===== src/rtl/mrt_pkg.sv =====
package mrt_pkg;

   typedef enum logic [1:0] {
      OP_LOAD  = 2'd0,
      OP_STORE = 2'd1,
      OP_PUSH  = 2'd2,
      OP_POP   = 2'd3
   } mrt_op_e;

   typedef enum logic [1:0] {
      ST_IDLE = 2'd0,
      ST_RUN  = 2'd1,
      ST_PARK = 2'd2
   } mrt_state_e;

   // register-to-memory direction for the given operation
   function automatic logic op_writes(input logic [1:0] o);
      return (o == OP_STORE) || (o == OP_PUSH);
   endfunction

endpackage


===== src/rtl/mrt_lowbit.sv =====
// Lowest-set-bit index encoder; two equivalent structures selectable.
module mrt_lowbit #(
   parameter int W          = 16,
   parameter int IDX_W      = 4,
   parameter bit ONEHOT_ENC = 1'b1
) (
   input  logic [W-1:0]     vec,
   output logic [IDX_W-1:0] idx
);

   if (W > (1 << IDX_W)) begin : g_bad_width
      $error("mrt_lowbit: IDX_W too narrow for W");
   end

   if (ONEHOT_ENC) begin : g_onehot
      logic [W-1:0] iso;
      assign iso = vec & (~vec + W'(1));
      always_comb begin
         idx = '0;
         for (int i = 0; i < W; i++) begin
            if (iso[i]) idx = idx | IDX_W'(i);
         end
      end
   end else begin : g_scan
      always_comb begin
         idx = '0;
         for (int i = W - 1; i >= 0; i--) begin
            if (vec[i]) idx = IDX_W'(i);
         end
      end
   end

endmodule


===== src/rtl/mrt_tailmask.sv =====
// Keeps list bits at or above a given index.
module mrt_tailmask #(
   parameter int W     = 16,
   parameter int IDX_W = 4
) (
   input  logic [W-1:0]     list,
   input  logic [IDX_W-1:0] from,
   output logic [W-1:0]     tail
);

   for (genvar i = 0; i < W; i++) begin : g_bit
      assign tail[i] = list[i] & (from <= IDX_W'(i));
   end

endmodule


===== src/rtl/mrt_status.sv =====
// Places the continuation field into the status word; other bits zero.
module mrt_status #(
   parameter int IDX_W    = 4,
   parameter int WORD_W   = 32,
   parameter int CONT_LSB = 12
) (
   input  logic [IDX_W-1:0]  idx,
   output logic [WORD_W-1:0] word
);

   if (CONT_LSB + IDX_W > WORD_W) begin : g_bad_place
      $error("mrt_status: continuation field does not fit the word");
   end

   always_comb begin
      word = '0;
      word[CONT_LSB +: IDX_W] = idx;
   end

endmodule


===== src/rtl/mrt_ctrl.sv =====
// Sequencing state machine: run, park on interrupt, resume, complete.
module mrt_ctrl
   import mrt_pkg::*;
#(
   parameter int NREG  = 16,
   parameter int IDX_W = 4
) (
   input  logic              clk,
   input  logic              rst_n,
   input  logic              start,
   input  logic [NREG-1:0]   reg_list,
   input  logic [1:0]        op,
   input  logic              resume,
   input  logic              xfer_ack,
   input  logic              irq_req,
   input  logic [NREG-1:0]   rem_nxt,
   input  logic [IDX_W-1:0]  nxt_idx,
   input  logic [NREG-1:0]   resume_mask,
   output mrt_state_e        state,
   output logic [NREG-1:0]   rem,
   output logic [NREG-1:0]   list_q,
   output logic [1:0]        op_q,
   output logic [IDX_W-1:0]  cont_q,
   output logic              done,
   output logic              irq_ack
);

   always_ff @(posedge clk or negedge rst_n) begin
      if (!rst_n) begin
         state   <= ST_IDLE;
         rem     <= '0;
         list_q  <= '0;
         op_q    <= OP_LOAD;
         cont_q  <= '0;
         done    <= 1'b0;
         irq_ack <= 1'b0;
      end else begin
         done    <= 1'b0;
         irq_ack <= 1'b0;
         unique case (state)
            ST_IDLE: begin
               if (start) begin
                  list_q <= reg_list;
                  op_q   <= op;
                  cont_q <= '0;
                  rem    <= reg_list;
                  if (|reg_list) state <= ST_RUN;
                  else           done  <= 1'b1;
               end else if (resume) begin
                  rem <= resume_mask;
                  if (|resume_mask) state <= ST_RUN;
                  else              done  <= 1'b1;
               end else if (irq_req && !irq_ack) begin
                  irq_ack <= 1'b1;
               end
            end
            ST_RUN: begin
               if (xfer_ack) begin
                  rem <= rem_nxt;
                  if (!(|rem_nxt)) begin
                     state  <= ST_IDLE;
                     done   <= 1'b1;
                     cont_q <= '0;
                  end else if (irq_req) begin
                     state   <= ST_PARK;
                     irq_ack <= 1'b1;
                     cont_q  <= nxt_idx;
                  end
               end
            end
            ST_PARK: begin
               if (resume) begin
                  rem   <= resume_mask;
                  state <= ST_RUN;
               end
            end
            default: state <= ST_IDLE;
         endcase
      end
   end

endmodule


===== src/rtl/mrt_seq.sv =====
module mrt_seq
   import mrt_pkg::*;
#(
   parameter int  NREG       = 16,
   parameter int  WORD_W     = 32,
   parameter int  CONT_LSB   = 12,
   parameter bit  ONEHOT_ENC = 1'b1,
   localparam int IDX_W      = $clog2(NREG)
) (
   input  logic              clk,
   input  logic              rst_n,
   input  logic              start,
   input  logic [NREG-1:0]   reg_list,
   input  logic [1:0]        op,
   input  logic              resume,
   input  logic              xfer_ack,
   input  logic              irq_req,
   output logic              xfer_req,
   output logic [IDX_W-1:0]  xfer_reg,
   output logic              xfer_wr,
   output logic              irq_ack,
   output logic              busy,
   output logic              done,
   output logic [IDX_W-1:0]  cont_idx,
   output logic [WORD_W-1:0] cont_word
);

   if (NREG < 2 || (1 << IDX_W) != NREG) begin : g_bad_nreg
      $error("mrt_seq: NREG must be a power of two of at least 2");
   end

   mrt_state_e        state;
   logic [NREG-1:0]   rem, rem_nxt, list_q, resume_mask;
   logic [1:0]        op_q;
   logic [IDX_W-1:0]  cur_idx, nxt_idx, cont_q;

   mrt_lowbit #(.W(NREG), .IDX_W(IDX_W), .ONEHOT_ENC(ONEHOT_ENC)) u_enc_cur (
      .vec (rem),
      .idx (cur_idx)
   );

   assign rem_nxt = rem & ~(NREG'(1) << cur_idx);

   mrt_lowbit #(.W(NREG), .IDX_W(IDX_W), .ONEHOT_ENC(ONEHOT_ENC)) u_enc_nxt (
      .vec (rem_nxt),
      .idx (nxt_idx)
   );

   mrt_tailmask #(.W(NREG), .IDX_W(IDX_W)) u_tail (
      .list (list_q),
      .from (cont_q),
      .tail (resume_mask)
   );

   mrt_ctrl #(.NREG(NREG), .IDX_W(IDX_W)) u_ctrl (
      .clk         (clk),
      .rst_n       (rst_n),
      .start       (start),
      .reg_list    (reg_list),
      .op          (op),
      .resume      (resume),
      .xfer_ack    (xfer_ack),
      .irq_req     (irq_req),
      .rem_nxt     (rem_nxt),
      .nxt_idx     (nxt_idx),
      .resume_mask (resume_mask),
      .state       (state),
      .rem         (rem),
      .list_q      (list_q),
      .op_q        (op_q),
      .cont_q      (cont_q),
      .done        (done),
      .irq_ack     (irq_ack)
   );

   mrt_status #(.IDX_W(IDX_W), .WORD_W(WORD_W), .CONT_LSB(CONT_LSB)) u_status (
      .idx  (cont_q),
      .word (cont_word)
   );

   assign xfer_req = (state == ST_RUN);
   assign xfer_reg = cur_idx;
   assign xfer_wr  = op_writes(op_q);
   assign busy     = (state != ST_IDLE);
   assign cont_idx = cont_q;

endmodule


===== config.mk =====
export PLATFORM = sky130hd
export DESIGN_NAME = mrt_seq
export DESIGN_NICKNAME = d
export VERILOG_FILES = /design/src/rtl/mrt_pkg.sv /design/src/rtl/mrt_lowbit.sv /design/src/rtl/mrt_tailmask.sv /design/src/rtl/mrt_status.sv /design/src/rtl/mrt_ctrl.sv /design/src/rtl/mrt_seq.sv
export SDC_FILE = /design/constraint.sdc
export NUM_CORES = 1
export LEC_CHECK = 0
export BUFFER_PORTS_ARGS = -buffer_cell sky130_fd_sc_hd__buf_2
export CAP_MARGIN = 5
export CORE_MARGIN = 3
export CORE_UTILIZATION = 30
export CTS_BUF_LIST = sky130_fd_sc_hd__clkbuf_16
export DETAILED_ROUTE_END_ITERATION = 10
export MAX_ROUTING_LAYER = met4
export PLACE_DENSITY = 0.53
export RECOVER_POWER = 100
export SLEW_MARGIN = 20
export SYNTH_ARGS = -nofsm -noshare
export SYNTH_HDL_FRONTEND = slang
export SYNTH_SLANG_ARGS = --single-unit

===== constraint.sdc =====
create_clock -name clk -period 3.2 [get_ports clk]
set_input_delay 0.32 -clock clk [delete_from_list [all_inputs] [get_ports clk]]
set_output_delay 0.32 -clock clk [all_outputs]
set_load 0.02 [all_outputs]

==> metrics.log, run 1 <==
INFO  metric finalHoldViolations = 0
INFO  metric worst-endpoint-arrival = 3100 ps
INFO  metric final_layout_size_suffix_gt1_share = between 15 and 20%
INFO  metric ctsHoldBuffers = 0
INFO  metric final_net_count = ~500
INFO  metric hpwlAfterDp = roughly 8600 um
INFO  metric final_period_minus_worst_setup_slack = between 2000 and 3000 ps
INFO  metric finalWorstSetupSlack = around 250 ps
INFO  metric period_share = between 90% and 100%
INFO  metric floorplan.core_area = 11700 um2
INFO  metric maxcap_viol_count = 1
INFO  metric outcome = finished with violations
INFO  metric synthCells = ~450
INFO  metric timing.critical_path.required = between 3000 and 4000 ps
INFO  metric clkPwrFrac = ~11%
INFO  metric synthesis.area_per_instance = around 8 um2
INFO  metric ys_types = 71
INFO  metric drt_pass1_iterations = 4
INFO  metric netSwitchingPower = around 2.4 mW
INFO  metric dr.first_iter.drc_count = approximately 260
INFO  metric power_report.internal_total = 2.15 mW
INFO  metric cts_inserted_buffers = 5
INFO  metric globalRouteOverflowTotal = 0
INFO  metric synth_enable_flop_cells = 0
INFO  metric postRouteAntennaNets = 0
INFO  metric timing.hold.worst_path_depth = 2
INFO  metric postSynth.asyncResetShare = 100%
INFO  metric report.final.slew_viol_count = 43
INFO  metric hold_path_end = u_ctrl.op_q[0]
INFO  metric grt_util_all_layers = 17.3%
INFO  metric setup_total_negative_slack = 0 ps
INFO  metric vias_in_the_first_global_route = between 3k and 4k
INFO  metric maxClockFrequency = ~340 MHz
INFO  metric placement.setup.worst_slack = around 350 ps
INFO  metric post-layout-total-power = about 4.5 mW
INFO  metric row_count = 39
INFO  metric synth_sequential_area_ratio = 28.7%
INFO  metric type_of_the_most_critical_hold_path = primary input to flip-flop
INFO  metric grt_max_degree = 43
INFO  metric syn_to_final_growth = 8.89%
INFO  metric rsz0062_at_grt = no
INFO  metric critical_path.top_delay_family = simple AND/OR/NAND/NOR gates
INFO  metric drt-vias-per-instance = 5.57
INFO  metric n_antenna_cell = 0
INFO  metric die_w = ~120 um
INFO  metric ctsResizeCount = 0
INFO  metric floorplan.initialDensity = approximately a third
INFO  metric worst_setup_startpoint = u_ctrl.rem[0]
INFO  metric total_leakage_power = 1.63 nW
INFO  metric final.setup_skew = 4.84 ps
INFO  metric route.final.wire_length = around 11000 um
INFO  metric place_congestion = just under 0.9
INFO  metric max-clock-path-buffers = 2
INFO  metric die_height = 116 um
INFO  metric tightest_slew = about 2400 ps
INFO  metric clk-insertion-delay-late = between 200 and 300 ps
INFO  metric worstPathBufferInverterCount = 0
INFO  metric dr_total_vias = 3464
INFO  metric power.share.switching = between 50% and 60%
INFO  metric wire_length_of_the_first_global_routing_pass = 17700 um
INFO  metric synthFlopType = dfrtp_1
INFO  metric critical-path-slowest-cell = or4_4
INFO  metric most-common-layout-cells = nand2_1, dfrtp_1, nor2_1
INFO  metric worst_min_path_start = op[0]
INFO  metric timing.slew.headroom = -61.4%
INFO  metric multi_input_comb_area = 2240 um2
INFO  metric cts.clk_slew.worst_paths = ~60 ps
INFO  metric layout.cells.most_common = nand2_1
INFO  metric yosys_warnings = 0
INFO  metric cts.sinks = 42
INFO  metric endpoint_class_of_the_critical_path = flip-flop
INFO  metric path_max_fanout = 14
INFO  metric r2r.worst_path.cells = 8
INFO  metric htreeDepth = 2
INFO  metric antenna_violations_before_repair = 0
INFO  metric boundary_pin_count = between 60 and 70
INFO  metric cpPeakStageDelay = around 630 ps
INFO  metric combinationalPowerShare = approximately 60%
INFO  metric failed_checks = max-capacitance violations, max-slew violations
INFO  metric io_buffers = 40
INFO  metric ff_to_ff_end = u_ctrl.cont_q[0]
INFO  metric cts_tree = done
INFO  metric critical_path_class = flip-flop to flip-flop
INFO  metric detail_route.drc_violations = 0
INFO  metric clockRootBuffer = clkbuf_16
INFO  metric area.sequential = between 1000 and 1500 um2
INFO  metric worstSetupStartpointType = flip-flop
INFO  metric rrSetupSlack = 250 ps
INFO  metric nFillCells = roughly 1.3k
INFO  metric pwr-share-seq = 27.4%
INFO  metric report.final.setup_viol = 0
INFO  metric drt-wirelength-per-cell = around 18 um
INFO  metric worst_ir_drop_vdd = approximately 0.00040 V
INFO  metric rr_startpoint = u_ctrl.rem[0]
INFO  metric design.die.area = between 10000 and 15000 um2
INFO  metric synth.ff_latch_count = 42
INFO  metric postCtsSetupBuffers = 0
INFO  metric path_cells = or4_4 > o21ai_0 > nand2_1 > nor2_1 > and3_4 > a41oi_4 > a211oi_4 > o22ai_1
INFO  metric post_synthesis_instance_area = around 3700 um2
INFO  metric ratio_of_total_power_to_cell_area = ~1100 nW/um2
==> state kept, by name (all words and copies together) (netlist names) <==
name / cells
u_ctrl.cont_q: 4
u_ctrl.done: 1
u_ctrl.irq_ack: 1
u_ctrl.list_q: 16
u_ctrl.op_q: 2
u_ctrl.rem: 16
u_ctrl.state: 2
==> area by class of cell <==
type                    count  area share [%]
repair buffers             54            6.97
clock buffers               5            3.14
inverters                  25            2.36
clock inverters             2           0.377
flip-flops and latches     42            26.4
well taps                 143            4.49
multi-input cells         351            56.3
==> through the flow <==
step / hold slack, ps / cells / instance area (um2) / util, %
floorplan: 24.4 / 479 / 3760 / -
global placement: 513 / 615 / 3870 / 33.2
detailed placement: 523 / 615 / 3870 / 33.2
CTS: 241 / 622 / 4020 / 34.4
global route: 270 / 622 / 3980 / 34.1
finish: 262 / 622 / 3980 / 34.1
==> worst reg2reg max path, cell delays in order, from the launching register on <==
cell	delay (ps)
dfrtp_1	550
or4_4	630
o21ai_0	410
nand2_1	90
nor2_1	240
and3_4	260
a41oi_4	170
a211oi_4	340
o22ai_1	120
==> power by group through the flow <==
stage | clock (mW) | combinational, mW | sequential [mW]
after global routing | 0.539 | 3.07 | 1.28
after global placement | 0 | 2.79 | 1.22
final | 0.504 | 2.78 | 1.24
after floorplan | 0 | 2.25 | 1.00
after CTS | 0.516 | 2.81 | 1.22
after detailed placement | 0 | 2.79 | 1.23
==> cells by family after synthesis <==
kind of cell               share of synthesized area, %
AOI/OAI and AO/OA                                  28.1
and+or+nand+nor                                    18.4
buffers and inverters                              12.6
DFF                                                28.7
muxes                                              9.34
adders and majority gates                          1.92
xor gates and xnor gates                          0.719
other                                             0.103
==> how the worst max path moves through the flow <==
stage | endpoint | slack, ps | cells after the start
final | u_ctrl.cont_q[0] | 250 | 8
after global routing | u_ctrl.cont_q[3] | 90 | 8
after CTS | u_ctrl.cont_q[3] | 350 | 8
after detailed placement | u_ctrl.cont_q[3] | 350 | 8
after global placement | u_ctrl.cont_q[3] | 420 | 8
after floorplan | u_ctrl.cont_q[3] | 350 | 10
==> cells in the mapped netlist (all sizes together) (3+ instances only) <==
cell type  count  area, um2
inv           24       90.1
nor2          37        141
a31oi          5       31.3
nor4          10       83.8
or4            4       33.8
a211oi         5       55.1
a21oi         32        171
clkbuf        23       86.3
nand2b         3       18.8
nor2b          4       25.0
nand3         11       60.1
nor3           5       25.0
a32oi          7       61.3
a2111oi        3       32.5
mux2i          6       60.1
ha             4       50.1
a221oi         4       35.0
dfrtp         42       1050
o211ai        12       90.1
mux2          25        282
a22o           4       35.0
nand2         49        186
nand4          5       31.3
o31ai          3       22.5
o22ai          8       50.1
o21ai         39        195
a21boi         3       26.3
buf           38        282
==> metal layers <==
| layer | track usage [%] | up-vias | wire length, um |
|---|---|---|---|
| met5 | - | - | 0 |
| met1 | 24.8 | 1662 | 5350 |
| met2 | 26.1 | 141 | 5050 |
| met3 | 2.23 | 11 | 627 |
| met4 | 3.48 | 0 | 165 |
| li1 | - | 1650 | - |
(Power assumes the default switching activity.)
==> run 2: changes to the inputs <==
Settings changed: PLACE_DENSITY 0.53 to default, PLACE_DENSITY_LB_ADDON from default to 0.15.
==> run 2 against run 1 <==
Compared with the run above:
- utilization down 0.086 points
- critical path type unchanged
- critical path depth unchanged
- via count increased by 0.64%
- count of clock-buffer cells in the layout stayed put
- combinational power barely moved
- design area fell by 0.25%
- the flow still finishes with violations (max-capacitance violations, max-slew violations)
- sequential share of layout area grew 0.066 points
- largest cell class unchanged
- clock skew rose by 2.0 ps
- first-iteration DRC count fell by 27%
==> metrics.log, run 2 (synthesized netlist as in run 1, its figures left out) <==
INFO  metric boundary_pin_count = 69
INFO  metric cts_tree = done
INFO  metric ratio_of_total_power_to_cell_area = 1140 nW/um2
INFO  metric worst-endpoint-arrival = 3120 ps
INFO  metric critical-path-slowest-cell = or4_4
INFO  metric placed_cells = roughly 620
INFO  metric drt_pass1_iterations = 5
INFO  metric cpPeakStageDelay = around 630 ps
INFO  metric total_leakage_power = between 1.5 and 2 nW
INFO  metric type_of_the_most_critical_hold_path = primary input to flip-flop
INFO  metric ctsHoldBuffers = 0
INFO  metric grt_util_all_layers = roughly 18%
INFO  metric rr_startpoint = u_ctrl.rem[0]
INFO  metric row_count = 39
INFO  metric path_cells = or4_4 > nor2_1 > nand2_1 > o41a_4 > a21oi_4 > a41oi_4 > a211oi_4 > o22ai_1
INFO  metric setup_total_negative_slack = 0 ps
INFO  metric failed_checks = max-capacitance violations, max-slew violations
INFO  metric clockRootBuffer = clkbuf_16
INFO  metric syn_to_final_growth = 8.62%
INFO  metric final_period_minus_worst_setup_slack = slightly below 3000 ps
INFO  metric worstSetupStartpointType = flip-flop
INFO  metric finalHoldViolations = 0
INFO  metric drt-wirelength-per-cell = 18.9 um
INFO  metric period_share = between 90 and 100%
INFO  metric report.final.slew_viol_count = 43
INFO  metric dr_total_vias = between 3k and 4k
INFO  metric rrSetupSlack = about 240 ps
INFO  metric maxClockFrequency = 338 MHz
INFO  metric die_height = between 100 and 150 um
INFO  metric cts.sinks = 42
INFO  metric cts_inserted_buffers = 5
INFO  metric final_layout_size_suffix_gt1_share = 17.5%
INFO  metric worst_setup_startpoint = u_ctrl.rem[0]
INFO  metric outcome = finished with violations
INFO  metric path_max_fanout = 14
INFO  metric layoutNonFillerInstCount = 623
INFO  metric grt_max_degree = 43
INFO  metric dr.first_iter.drc_count = about 190
INFO  metric postLayoutCellArea = roughly 4000 um2
INFO  metric report.final.setup_viol = 0
INFO  metric postRouteAntennaNets = 0
INFO  metric io_buffers = 40
INFO  metric floorplan.initialDensity = a little under a third
INFO  metric detail_route.drc_violations = 0
INFO  metric vias_in_the_first_global_route = ~3.3k
INFO  metric ctsResizeCount = 0
INFO  metric timing.critical_path.required = 3360 ps
INFO  metric die_w = 116 um
INFO  metric layout.cells.most_common = nand2_1
INFO  metric route.final.wire_length = approximately 12000 um
INFO  metric postCtsSetupBuffers = 0
INFO  metric hold_ws = about 260 ps
INFO  metric final.setup_skew = a little under 7 ps
INFO  metric timing.slew.headroom = -64.8%
INFO  metric post-layout-total-power = approximately 4.5 mW
INFO  metric drt-vias-per-instance = 5.60
INFO  metric place_congestion = a little over 0.9
INFO  metric biggestRegsByFlops = u_ctrl.list_q x16, u_ctrl.rem x16, u_ctrl.cont_q x4
INFO  metric nFillCells = 1242
INFO  metric worst_min_path_start = op[1]
INFO  metric clk-insertion-delay-late = between 200 and 300 ps
INFO  metric cts.clk_slew.worst_paths = 70 ps
INFO  metric antenna_violations_before_repair = 0
INFO  metric max-clock-path-buffers = 2
INFO  metric wire_length_of_the_first_global_routing_pass = between 15000 and 20000 um
INFO  metric worst_ir_drop_vdd = 0.000354 V
INFO  metric maxcap_viol_count = 1
INFO  metric hpwlAfterDp = 9050 um
INFO  metric tightest_slew = approximately 2500 ps
INFO  metric design.die.area = between 10000 and 15000 um2
INFO  metric n_antenna_cell = 0
INFO  metric htreeDepth = 2
INFO  metric floorplan.core_area = about 12000 um2
INFO  metric endpoint_class_of_the_critical_path = flip-flop
INFO  metric critical_path_class = flip-flop to flip-flop
INFO  metric post_dp_cell_area = slightly below 4000 um2
INFO  metric most-common-layout-cells = nand2_1, dfrtp_1, nor2_1
INFO  metric rsz0062_at_grt = no
INFO  metric final_net_count = 507
INFO  metric globalRouteOverflowTotal = 0
-- run 2: cell types whose count changed in the layout (fill, tap and decap cells not counted), sizes merged --
cell / previous run / this run
clkinvlp: 2 / 1
clkinv: 1 / 3
clkbuf: 23 / 22
buf: 36 / 37
-- run 2: through the flow --
stage          setup slack (ps)  utilization [%]
2_1_floorplan               346                -
5_1_grt                    20.9             34.1
3_3_place_gp                446             33.2
6_report                    240             34.1
3_5_place_dp                363             33.2
4_1_cts                     351             34.4
-- run 2: cell type report --
cell class              instances  area (um2)  share of cell area [%]
multi-input cells             351        2240                    56.3
flip-flops and latches         42        1050                    26.5
repair buffers                 54         272                    6.83
well taps                     143         179                    4.50
clock buffers                   5         125                    3.15
inverters                      25        93.8                    2.36
clock inverters                 3        16.3                   0.409
-- run 2: path summary, 6_finish.rpt --
check	to	cells after the start
min reg2reg	u_ctrl.list_q[9]	1
min	u_ctrl.op_q[1]	2
max	u_ctrl.cont_q[0]	8
min in group asynchronous	u_ctrl.op_q[0]	1
max reg2reg	u_ctrl.cont_q[0]	8
max in group asynchronous	u_ctrl.rem[15]	1
-- run 2: routing by layer --
layer / global-route usage [%] / share of wire [%] / routed length [um] / vias to the layer above
met5: - / 0 / 0 / -
met4: 3.71 / 1.2 / 139 / 0
met3: 2.80 / 6.2 / 730 / 12
met2: 28.0 / 46 / 5390 / 153
met1: 26.1 / 47 / 5520 / 1677
li1: - / - / - / 1644
-- run 2: worst max-delay path, delay by kind of cell, from the launching register on --
family / cells / cell delay, ps
DFF: 1 / 550
AOI/OAI and AO/OA: 5 / 1260
and+or+nand+nor: 3 / 1010
-- run 2: where the power goes --
group | internal, mW | switching, mW
Clock | 0.285 | 0.225
Sequential | 0.790 | 0.437
Combinational | 1.06 | 1.73
